**src/rtl/modaddr_pkg.sv**
```systemverilog
package modaddr_pkg;

    typedef enum logic [1:0] {
        UPD_HOLD  = 2'b00,
        UPD_INC2  = 2'b01,
        UPD_INDEX = 2'b10,
        UPD_RSVD  = 2'b11
    } upd_e;

    localparam int BUS_X = 0;
    localparam int BUS_Y = 1;
    localparam int NUM_BUS = 2;

    function automatic logic mode_updates(input logic [1:0] m);
        return (m == UPD_INC2) || (m == UPD_INDEX);
    endfunction

endpackage

```
**src/rtl/modaddr_cmp.sv**
```systemverilog
module modaddr_cmp #(
    parameter int MOD_W = 16
) (
    input  logic [MOD_W-1:1] ptr_hi,
    input  logic [MOD_W-1:1] end_hi,
    output logic             hit
);
    always_comb begin
        hit = (ptr_hi == end_hi);
    end
endmodule

```
**src/rtl/modaddr_lane.sv**
```systemverilog
module modaddr_lane
    import modaddr_pkg::*;
#(
    parameter int ADDR_W = 32,
    parameter int MOD_W  = 16
) (
    input  logic [ADDR_W-1:0] cur,
    input  logic [ADDR_W-1:0] idx,
    input  logic [1:0]        mode,
    input  logic              wrap_en,
    input  logic [MOD_W-1:1]  start_hi,
    input  logic [MOD_W-1:1]  end_hi,
    output logic [ADDR_W-1:0] nxt,
    output logic              wrapped
);
    logic              hit;
    logic              updating;
    logic [ADDR_W-1:0] step;
    logic [ADDR_W-1:0] sum;

    modaddr_cmp #(.MOD_W(MOD_W)) u_cmp (
        .ptr_hi (cur[MOD_W-1:1]),
        .end_hi (end_hi),
        .hit    (hit)
    );

    always_comb begin
        updating = mode_updates(mode);
        case (mode)
            UPD_INC2:  step = ADDR_W'(2);
            UPD_INDEX: step = idx;
            default:   step = '0;
        endcase
        sum     = cur + step;
        wrapped = wrap_en && updating && hit;
        if (wrapped) begin
            nxt = {cur[ADDR_W-1:MOD_W], start_hi, 1'b0};
        end else begin
            nxt = sum;
        end
    end
endmodule

```
**src/rtl/modaddr_gen.sv**
```systemverilog
module modaddr_gen
    import modaddr_pkg::*;
#(
    parameter int ADDR_W       = 32,
    parameter int MOD_W        = 16,
    parameter int PTRS_PER_BUS = 2
) (
    input  logic                                  clk,
    input  logic                                  rst_n,
    input  logic                                  cfg_we,
    input  logic [2*MOD_W-1:0]                    cfg_range,
    input  logic                                  cfg_wrap_x,
    input  logic                                  cfg_wrap_y,
    input  logic                                  reg_we,
    input  logic [$clog2(2*PTRS_PER_BUS+2)-1:0]   reg_sel,
    input  logic [ADDR_W-1:0]                     reg_wdata,
    input  logic [$clog2(PTRS_PER_BUS)-1:0]       x_sel,
    input  logic [1:0]                            x_mode,
    input  logic [$clog2(PTRS_PER_BUS)-1:0]       y_sel,
    input  logic [1:0]                            y_mode,
    output logic [ADDR_W-1:0]                     x_addr,
    output logic [ADDR_W-1:0]                     y_addr
);
    localparam int NUM_AR = NUM_BUS * PTRS_PER_BUS;
    localparam int SEL_W  = $clog2(PTRS_PER_BUS);
    localparam int RSEL_W = $clog2(NUM_AR + NUM_BUS);

    typedef struct packed {
        logic [NUM_AR-1:0][ADDR_W-1:0]  ar;
        logic [NUM_BUS-1:0][ADDR_W-1:0] ix;
        logic [MOD_W-1:0]               ms;
        logic [MOD_W-1:0]               me;
        logic [NUM_BUS-1:0]             wen;
    } state_t;

    state_t st_d, st_q;

    logic [SEL_W-1:0]  bus_sel  [NUM_BUS];
    logic [1:0]        bus_mode [NUM_BUS];
    logic [ADDR_W-1:0] lane_cur [NUM_BUS];
    logic [ADDR_W-1:0] lane_nxt [NUM_BUS];
    logic [NUM_BUS-1:0] lane_wrap;

    always_comb begin
        bus_sel[BUS_X]  = x_sel;
        bus_sel[BUS_Y]  = y_sel;
        bus_mode[BUS_X] = x_mode;
        bus_mode[BUS_Y] = y_mode;
        for (int b = 0; b < NUM_BUS; b++) begin
            lane_cur[b] = '0;
            for (int p = 0; p < PTRS_PER_BUS; p++) begin
                if (bus_sel[b] == SEL_W'(p)) begin
                    lane_cur[b] = st_q.ar[b*PTRS_PER_BUS + p];
                end
            end
        end
    end

    generate
        for (genvar g = 0; g < NUM_BUS; g++) begin : g_lane
            modaddr_lane #(.ADDR_W(ADDR_W), .MOD_W(MOD_W)) u_lane (
                .cur      (lane_cur[g]),
                .idx      (st_q.ix[g]),
                .mode     (bus_mode[g]),
                .wrap_en  (st_q.wen[g]),
                .start_hi (st_q.ms[MOD_W-1:1]),
                .end_hi   (st_q.me[MOD_W-1:1]),
                .nxt      (lane_nxt[g]),
                .wrapped  (lane_wrap[g])
            );
        end
    endgenerate

    always_comb begin
        st_d = st_q;
        // pointer updates from both buses
        for (int b = 0; b < NUM_BUS; b++) begin
            for (int p = 0; p < PTRS_PER_BUS; p++) begin
                if (bus_sel[b] == SEL_W'(p)) begin
                    st_d.ar[b*PTRS_PER_BUS + p] = lane_nxt[b];
                end
            end
        end
        // register write port overrides a same-cycle update
        if (reg_we) begin
            for (int r = 0; r < NUM_AR; r++) begin
                if (reg_sel == RSEL_W'(r)) begin
                    st_d.ar[r] = reg_wdata;
                end
            end
            for (int b = 0; b < NUM_BUS; b++) begin
                if (reg_sel == RSEL_W'(NUM_AR + b)) begin
                    st_d.ix[b] = reg_wdata;
                end
            end
        end
        if (cfg_we) begin
            st_d.me         = cfg_range[2*MOD_W-1:MOD_W];
            st_d.ms         = cfg_range[MOD_W-1:0];
            st_d.wen[BUS_X] = cfg_wrap_x;
            st_d.wen[BUS_Y] = cfg_wrap_y;
        end
    end

    always_ff @(posedge clk) begin
        if (!rst_n) begin
            st_q <= '0;
        end else begin
            st_q <= st_d;
        end
    end

    assign x_addr = lane_cur[BUS_X];
    assign y_addr = lane_cur[BUS_Y];

endmodule

```
**config.mk**
```make
export PLATFORM = sky130hd
export DESIGN_NAME = modaddr_gen
export DESIGN_NICKNAME = d
export VERILOG_FILES = /design/src/rtl/modaddr_pkg.sv /design/src/rtl/modaddr_cmp.sv /design/src/rtl/modaddr_lane.sv /design/src/rtl/modaddr_gen.sv
export SDC_FILE = /design/constraint.sdc
export NUM_CORES = 1
export LEC_CHECK = 0
export BUFFER_PORTS_ARGS = -buffer_cell sky130_fd_sc_hd__buf_2
export CAP_MARGIN = 20
export CORE_ASPECT_RATIO = 1.4
export CORE_UTILIZATION = 50
export DETAILED_ROUTE_END_ITERATION = 10
export PLACE_DENSITY = 0.69
export SYNTH_ARGS = -nofsm -noshare
export SYNTH_HDL_FRONTEND = slang
export SYNTH_SLANG_ARGS = --single-unit
```
**constraint.sdc**
```tcl
create_clock -name clk -period 5.76 [get_ports clk]
set_clock_uncertainty 0.15 [all_clocks]
set_input_delay 1.152 -clock clk [delete_from_list [all_inputs] [get_ports clk]]
set_output_delay 1.152 -clock clk [all_outputs]
set_load 0.05 [all_outputs]
```
==> impl_metrics.ini, run 1 <==
[run_status]
outcome = completed

[place]
place.gp.congestion = 0.917
pre_cts_slack_ns = 0.688
io_buffers = 140
post-dp-hpwl_um = 32000
postPlaceCellArea_sq_mm = 0.0152
dp_cells = 2259

[worst_setup_path]
critPathCaptureType = register
timing.rr.start = st_q[162]
worst_setup_path_start_kind = input pin
cp.required_ns = 6.04
path_delay_family = compound AO/OA/AOI/OAI gates
max_stage_delay_ns = 0.51
crit_start = x_mode[0]
critPathKind = in2reg
crit_cells = 16
cp_max_fo = 4
cp_data_arrival_time_ns = 4.84
cpMaxStageDelayCell = a2111o_1
cp_cell_sequence = buf_2 > inv_1 > ha_1 > and2_1 > ha_1 > inv_1 > fa_1 > nor2b_1 > o31a_1 > o211a_1 > o311ai_2 > a2111o_1 > a211oi_1 > o21ai_0 > mux2i_1 > a32o_1
cp.buffers_inverters = 3
reg2reg_depth = 12

[sta]
fin_crit_sh_pct = 79.3
tightest_slew_ns = 0.980
final.min_clock_period_ns = 4.57
tns_ns = 0
relSlewSlack_pct = 34.6
hold_violations = 0
setup_viol = 0
rsz0062_at_grt = no
maxSlewViolCount = 0
max_freq_mhz = 219
setup_ws_ns = 1.19
whs_ns = 0.300

[logic_synthesis]
muxShareOfSynthArea_pct = 9.28
ys_seq_elements = 224
yosysTopAreaCell = dfxtp_1
ys_seq_area_share_pct = 31.4
synthSimpleGateAreaFrac_pct = 20.4
synth-compound-area-share_pct = 23.8
yosys-top-cells-area = dfxtp_1, a21oi_1, nand2_1, ha_1, mux2_2
synth_area_sq_mm = 0.0143
synth-async-reset-ratio_pct = 0
synth_cell_type_count = 83
yosys_warnings = 0
synth_commonest_cells = nand2_1, a21oi_1, dfxtp_1, nor2_1, o21ai_0
synth_flop_cell = dfxtp_1
synth_edf_count = 0
synth.most_common_cell = nand2_1
synthAdderAreaFrac_pct = 6.06
synth_xor_area_share_pct = 4.54
netlist.area_leader.share_pct = 31.4
synth_top_family_by_area = compound AO/OA/AOI/OAI gates
syn_nets = 1989
syn_area_per_cell_sq_um = 7.75
syn_inst = 1842

[die]
die_x_um = 145
start_util_pct = 51.3
dieArea_sq_mm = 0.0293
num_rows = 72
io_pins = 143
coreArea_sq_mm = 0.0278
die_h_um = 202

[hold_path]
min-delay-start = st_q[78]
hold_class = reg2reg
min_path_cells = 2

[power]
irDropWorstVdd_uv = 223
power.density_mw_per_mm2 = 251
p_total_mw = 4.01
p_leak_nw = 7.08

[cells_and_area]
reg.largest.list = st_q x224
regMostFlops = st_q
area_growth_pct = 12.0
layout.nets = 2062
diodes = 0
final_cell_area_sq_mm = 0.0160
largest_reg_flops = 224
drive_gt1_share_pct = 15.0
num-fill-cells = 2632
fin_cells = 2299
post-route-util_pct = 57.5

[detailed_routing]
drtIter0Drc = 1094
finalWirelength_um = 45200
route.detailed.drc = 0
wl_per_cell_um = 19.7
num_vias = 13900
via_per_inst = 6.05
final_antenna_net_count = 0
dr.pass1.iters = 8

[grt]
grt_start_max_net_pins = 88
grt_overflow_total = 0
grt_first_pass_wirelength_um = 71000
grtUsageTotal_pct = 31.1
antenna_found_initial = 0
grt_pass1_vias = 13200

[cts]
cts-htree-levels = 1
cts_resized = 0
insertion_delay_ns = 0.53
clk_pin_slew_ns = 0.06
hold_buffers = 0
cts_tree = built
clock_sinks = 224
cts_made_buffers = 24
cts_setup_buffers = 0
root_buffer = clkbuf_16
clock_path_buffers = 3

[job]
maxCapViolations = 0
-- final cells by class --
cell class | count | area [sq um] | share of cell area [%]
Tap cell | 370 | 463 | 2.89
Sequential cell | 224 | 4480 | 28.0
Timing Repair Buffer | 171 | 948 | 5.93
Clock buffer | 32 | 692 | 4.33
Multi-Input combinational cell | 1470 | 9170 | 57.4
Inverter | 24 | 92.6 | 0.579
Clock inverter | 8 | 140 | 0.876
-- metal layers --
metal  GRT usage, %  share of wire, %  vias up
met5              0                 0        -
met4           13.4               3.6        0
met3           3.74               6.3      122
met2           52.3                48      491
met1           39.5                42     6611
li1               -                 -     6682
-- cells by family (layout without fill, tap and decap cells) --
family,after synthesis,in the layout
multiplexers,124,124
buffers and inverters,148,235
AO/OA/AOI/OAI,556,556
adder cells (fa/ha/maj),68,68
AND/OR/NAND/NOR,648,648
XOR/XNOR,74,74
flip-flops,224,224
-- path summary, 6_finish.rpt --
| path | to | slack, ns |
|---|---|---|
| setup / recovery | st_q[128] | 1.19 |
| hold / removal | st_q[78] | 0.30 |
| hold reg to reg | st_q[78] | 0.30 |
| setup reg to reg | st_q[190] | 1.83 |
-- cells in the final DEF (no fill, tap or decap), types with 10 or more instances in the layout --
cell	n
a31oi_1	24
mux2i_1	60
nor3_1	13
a21oi_1	240
nor4_1	14
xor2_1	49
ha_1	66
and3_1	10
buf_4	31
a311oi_1	10
o211ai_1	24
o21ai_0	97
mux2_2	58
inv_1	22
xnor2_1	25
clkbuf_16	25
and2_1	76
a211oi_1	30
buf_2	139
nand4_1	10
nand2b_1	10
a21o_1	35
dfxtp_1	224
o21a_1	10
nand2_1	301
nor2_1	144
nand3_1	31
o22ai_1	16
-- tightest hold or removal path: cells and delay by family, from the launching register on --
| kind | cells | cell delay [ns] |
|---|---|---|
| AOI/OAI and AO/OA | 1 | 0.05 |
| and+or+nand+nor | 1 | 0.05 |
| DFF | 1 | 0.31 |
-- power breakdown --
part / switching, mW / internal, mW
Sequential: 0.0450 / 1.62
Combinational: 0.459 / 0.223
Clock: 0.651 / 1.01
Total: 1.15 / 2.86
No activity file was read; power rests on OpenSTA's default activity.
==> inputs of run 2 (changes only) <==
--- a/config.mk
+++ b/config.mk
@@ -10,7 +10,7 @@
 export CORE_ASPECT_RATIO = 1.4
 export CORE_UTILIZATION = 50
 export DETAILED_ROUTE_END_ITERATION = 10
-export PLACE_DENSITY = 0.69
+export PLACE_DENSITY = 0.72
 export SYNTH_ARGS = -nofsm -noshare
 export SYNTH_HDL_FRONTEND = slang
 export SYNTH_SLANG_ARGS = --single-unit
==> constraint.sdc (replaced) <==
create_clock -name clk -period 4 [get_ports clk]
set_clock_uncertainty 0.15 [all_clocks]
set_input_delay 0.8 -clock clk [delete_from_list [all_inputs] [get_ports clk]]
set_output_delay 0.8 -clock clk [all_outputs]
set_load 0.05 [all_outputs]
==> impl_metrics.ini, run 2 (same netlist as run 1, synthesis figures left out) <==
[power]
irDropWorstVdd_uv = 312
power.density_mw_per_mm2 = 330
p_leak_nw = 8.06
p_total_mw = 5.77

[place]
place.gp.congestion = 0.923
dp_cells = 2452
post-dp-hpwl_um = 34700
io_buffers = 140

[cells_and_area]
diodes = 0
layout.nets = 2255
layout_commonest_cell = nand2_1
final_cell_mix = nand2_1, a21oi_1, dfxtp_1, buf_4, nor2_1
largest_reg_flops = 224
regMostFlops = st_q
multiInputGateArea_sq_mm = 0.00924
drive_gt1_share_pct = 23.0
num-fill-cells = 2440
area_growth_pct = 22.6
reg.largest.list = st_q x224
regArea_sq_mm = 0.00448
fin_cells = 2491

[worst_setup_path]
worst_setup_path_start_kind = input pin
cp_max_fo = 17
critPathCaptureType = register
critPathKind = in2reg
cp.required_ns = 4.26
cp_data_arrival_time_ns = 4.07

[sta]
max_freq_mhz = 262
whs_ns = 0.298
setup_viol = 0
final.min_clock_period_ns = 3.82
hold_violations = 0
maxSlewViolCount = 0
fin_crit_sh_pct = 95.4
rsz0062_at_grt = no
tightest_slew_ns = 0.954
relSlewSlack_pct = 36.4

[detailed_routing]
drtIter0Drc = 1158
final_antenna_net_count = 0
finalWirelength_um = 47300
wl_per_cell_um = 19.0
route.detailed.drc = 0
num_vias = 14800
dr.pass1.iters = 6
via_per_inst = 5.94

[die]
io_pins = 143
coreArea_sq_mm = 0.0278
start_util_pct = 51.3
dieArea_sq_mm = 0.0293
die_x_um = 145
die_h_um = 202
num_rows = 72

[cts]
cts_made_buffers = 24
clock_sinks = 224
clock_path_buffers = 3
insertion_delay_ns = 0.54
clk_pin_slew_ns = 0.06
hold_buffers = 0
cts_tree = built
root_buffer = clkbuf_16
cts-htree-levels = 1

[grt]
grt_start_max_net_pins = 50
grtUsageTotal_pct = 32.3
antenna_found_initial = 0
grt_pass1_vias = 14200
grt_overflow_total = 0
grt_first_pass_wirelength_um = 73900

[job]
maxCapViolations = 0

[hold_path]
hold_class = reg2reg

[run_status]
outcome = completed
run 2: worst max-delay path, stage by stage:
cell     delay, ns
buf_4         0.22
buf_4         0.24
buf_4         0.28
mux2_1        0.50
ha_1          0.38
a21o_1        0.16
a21oi_1       0.20
o21a_1        0.14
o41a_1        0.29
o21a_1        0.25
o21a_1        0.21
mux2i_1       0.25
a21oi_1       0.13
run 2: where the power goes:
part | switching [mW] | internal (mW)
clock | 0.932 | 1.33
sequential | 0.0654 | 2.33
combinational | 0.691 | 0.417
total | 1.69 | 4.08
run 2: metrics by stage:
step	util [%]	setup slack [ns]	area, sq um	setup TNS, ns
CTS	62.9	0.191	17500	0
global placement	60.1	-0.301	16700	-7.10
finish	62.9	0.184	17500	0
floorplan	-	-0.273	14400	-1.87
detailed placement	60.1	-0.334	16700	-10.12
global route	62.9	0.103	17500	0
run 2: worst paths after layout:
check | startpoint | endpoint | slack, ns | depth (start not counted)
max reg2reg | st_q[162] | st_q[224] | 0.49 | 12
min | st_q[54] | st_q[54] | 0.30 | 2
max | y_sel | st_q[189] | 0.18 | 13
min reg2reg | st_q[54] | st_q[54] | 0.30 | 2
run 2: area by class of cell:
cell class / instances / share of cell area, %
multi-input cells: 1470 / 52.8
flip-flops and latches: 224 / 25.6
repair buffers: 364 / 14.0
clock buffers: 35 / 4.02
well taps: 370 / 2.64
inverters: 24 / 0.529
clock inverters: 4 / 0.400
run 2: layer usage:
metal / global-route usage, % / wire length, um / vias to the layer above
met3: 3.60 / 3060 / 135
met5: 0 / 0 / -
met2: 54.0 / 22900 / 563
met4: 15.4 / 1990 / 0
met1: 40.8 / 19300 / 7038
li1: - / - / 7065
run 2: what timing repair did:
action,CTS,global route
buffers inserted,0,0
endpoints found under the setup margin,0,1
gates resized for setup,0,1
==> inputs of run 3 (changes only) <==
--- a/config.mk
+++ b/config.mk
@@ -11,6 +11,8 @@
 export CORE_UTILIZATION = 50
 export DETAILED_ROUTE_END_ITERATION = 10
 export PLACE_DENSITY = 0.72
+export RECOVER_POWER = 100
+export SKIP_LAST_GASP = 1
 export SYNTH_ARGS = -nofsm -noshare
 export SYNTH_HDL_FRONTEND = slang
 export SYNTH_SLANG_ARGS = --single-unit
==> impl_metrics.ini, run 3 (same netlist as run 1, synthesis figures left out) <==
[cts]
clk_pin_slew_ns = 0.06
cts-htree-levels = 1
hold_buffers = 0
cts_made_buffers = 24
clock_path_buffers = 3
clock_sinks = 224
root_buffer = clkbuf_16
insertion_delay_ns = 0.54
cts_setup_buffers = 0
cts_tree = built

[worst_setup_path]
max_stage_delay_ns = 0.49
timing.rr.start = st_q[195]
worst_setup_path_start_kind = input pin
crit_start = x_sel
critPathKind = in2reg
cp.required_ns = 4.28
critPathCaptureType = register
cpMaxStageDelayCell = clkbuf_2
cp_cell_sequence = buf_2 > buf_12 > buf_12 > mux2_1 > buf_4 > xor2_1 > nor4_1 > nand4_1 > clkbuf_2 > inv_1 > nor2_1 > buf_4 > nand3_1 > o21ai_0 > a311oi_1
cp_max_fo = 29
cp_data_arrival_time_ns = 4.16

[detailed_routing]
dr.pass1.iters = 6
wl_per_cell_um = 19.0
route.detailed.drc = 0
final_antenna_net_count = 0
drtIter0Drc = 1180
num_vias = 14900
finalWirelength_um = 47400
via_per_inst = 5.96

[cells_and_area]
largest_reg_flops = 224
diodes = 0
layout_commonest_cell = nand2_1
final_cell_mix = nand2_1, a21oi_1, dfxtp_1, buf_4, nor2_1
num-fill-cells = 2490
layout.nets = 2255
final_cell_area_sq_mm = 0.0174
drive_gt1_share_pct = 19.5
regMostFlops = st_q
reg.largest.list = st_q x224
area_growth_pct = 21.6
post-route-util_pct = 62.4

[power]
p_total_mw = 5.77
irDropWorstVdd_uv = 313
p_leak_nw = 7.78
power.density_mw_per_mm2 = 332

[sta]
setup_viol = 0
final.min_clock_period_ns = 3.88
rsz0062_at_grt = no
maxSlewViolCount = 99
relSlewSlack_pct = -62.1
tightest_slew_ns = 2.43
fin_crit_sh_pct = 96.9
max_freq_mhz = 258
hold_violations = 0

[grt]
grt_pass1_vias = 14200
grt_start_max_net_pins = 50
grt_first_pass_wirelength_um = 73900
grtUsageTotal_pct = 32.3
antenna_found_initial = 0
grt_overflow_total = 0

[job]
maxCapViolations = 3

[hold_path]
hold_class = reg2reg
min-delay-start = st_q[54]

[die]
die_h_um = 202
dieArea_sq_mm = 0.0293
die_x_um = 145
start_util_pct = 51.3
io_pins = 143
num_rows = 72
coreArea_sq_mm = 0.0278

[run_status]
failed_checks = capacitance limit, slew limit
outcome = complete, but fails checks

[place]
io_buffers = 140
post-dp-hpwl_um = 34700
postPlaceCellArea_sq_mm = 0.0167
place.gp.congestion = 0.923
run 3: cell count changes in the layout (fill, tap and decap cells not counted), moves of 3 or more:
cell      previous run  this run
buf_4              219       204
clkbuf_1             6        71
buf_2              139        82
clkbuf_4             0         7
o21ai_0             93        96
run 3: area by class of cell:
cell class                 count  area [sq um]  area share (%)
clock inverter                 4          70.1           0.403
inverter                      24          92.6           0.533
tap                          370           463            2.67
timing repair buffer         364          2340            13.5
clock buffer                  35           703            4.05
sequential                   224          4480            25.8
multi-input combinational   1470          9210            53.0
run 3: through the flow:
step | setup slack [ns] | hold WS [ns] | cells | TNS [ns]
2_1_floorplan | -0.273 | 0.282 | 1842 | -1.87
3_3_place_gp | -0.301 | 0.287 | 2452 | -7.10
3_5_place_dp | -0.334 | 0.292 | 2452 | -10.12
4_1_cts | 0.191 | 0.300 | 2491 | 0
5_1_grt | 0.0677 | 0.317 | 2491 | 0
6_report | 0.122 | 0.298 | 2491 | 0
run 3: metal layers:
metal  up-vias  wire length, um  GRT usage [%]  share of wire, %
met5         -                0              0                 0
li1       7060                -              -                 -
met4         0             2010           15.4               4.2
met2       619            22900           54.0                48
met3       141             3130           3.60               6.6
met1      7033            19300           40.8                41
run 3: repair_timing:
item,4_1_cts,5_1_grt
gates resized for setup,0,1
endpoints found under the setup margin,0,1
hold endpoints to repair,0,0
run 3: report_power, final:
group,switching [mW],total [mW],internal [mW]
combinational,0.692,1.10,0.407
sequential,0.0653,2.40,2.33
clock,0.937,2.27,1.33
total,1.69,5.77,4.07
run 3: path summary, 6_finish.rpt:
path,cells past startpoint,slack (ns),end
hold / removal,2,0.30,st_q[54]
setup / recovery,15,0.12,st_q[161]
setup reg to reg,11,0.40,st_q[224]
hold reg to reg,2,0.30,st_q[54]
run 3: worst max-delay path, delay by kind of cell:
kind                      cells  cell delay, ns
muxes                         1            0.38
AOI/OAI and AO/OA             2            0.38
buffers and inverters         7            1.72
xor gates and xnor gates      1            0.16
and+or+nand+nor               4            0.69
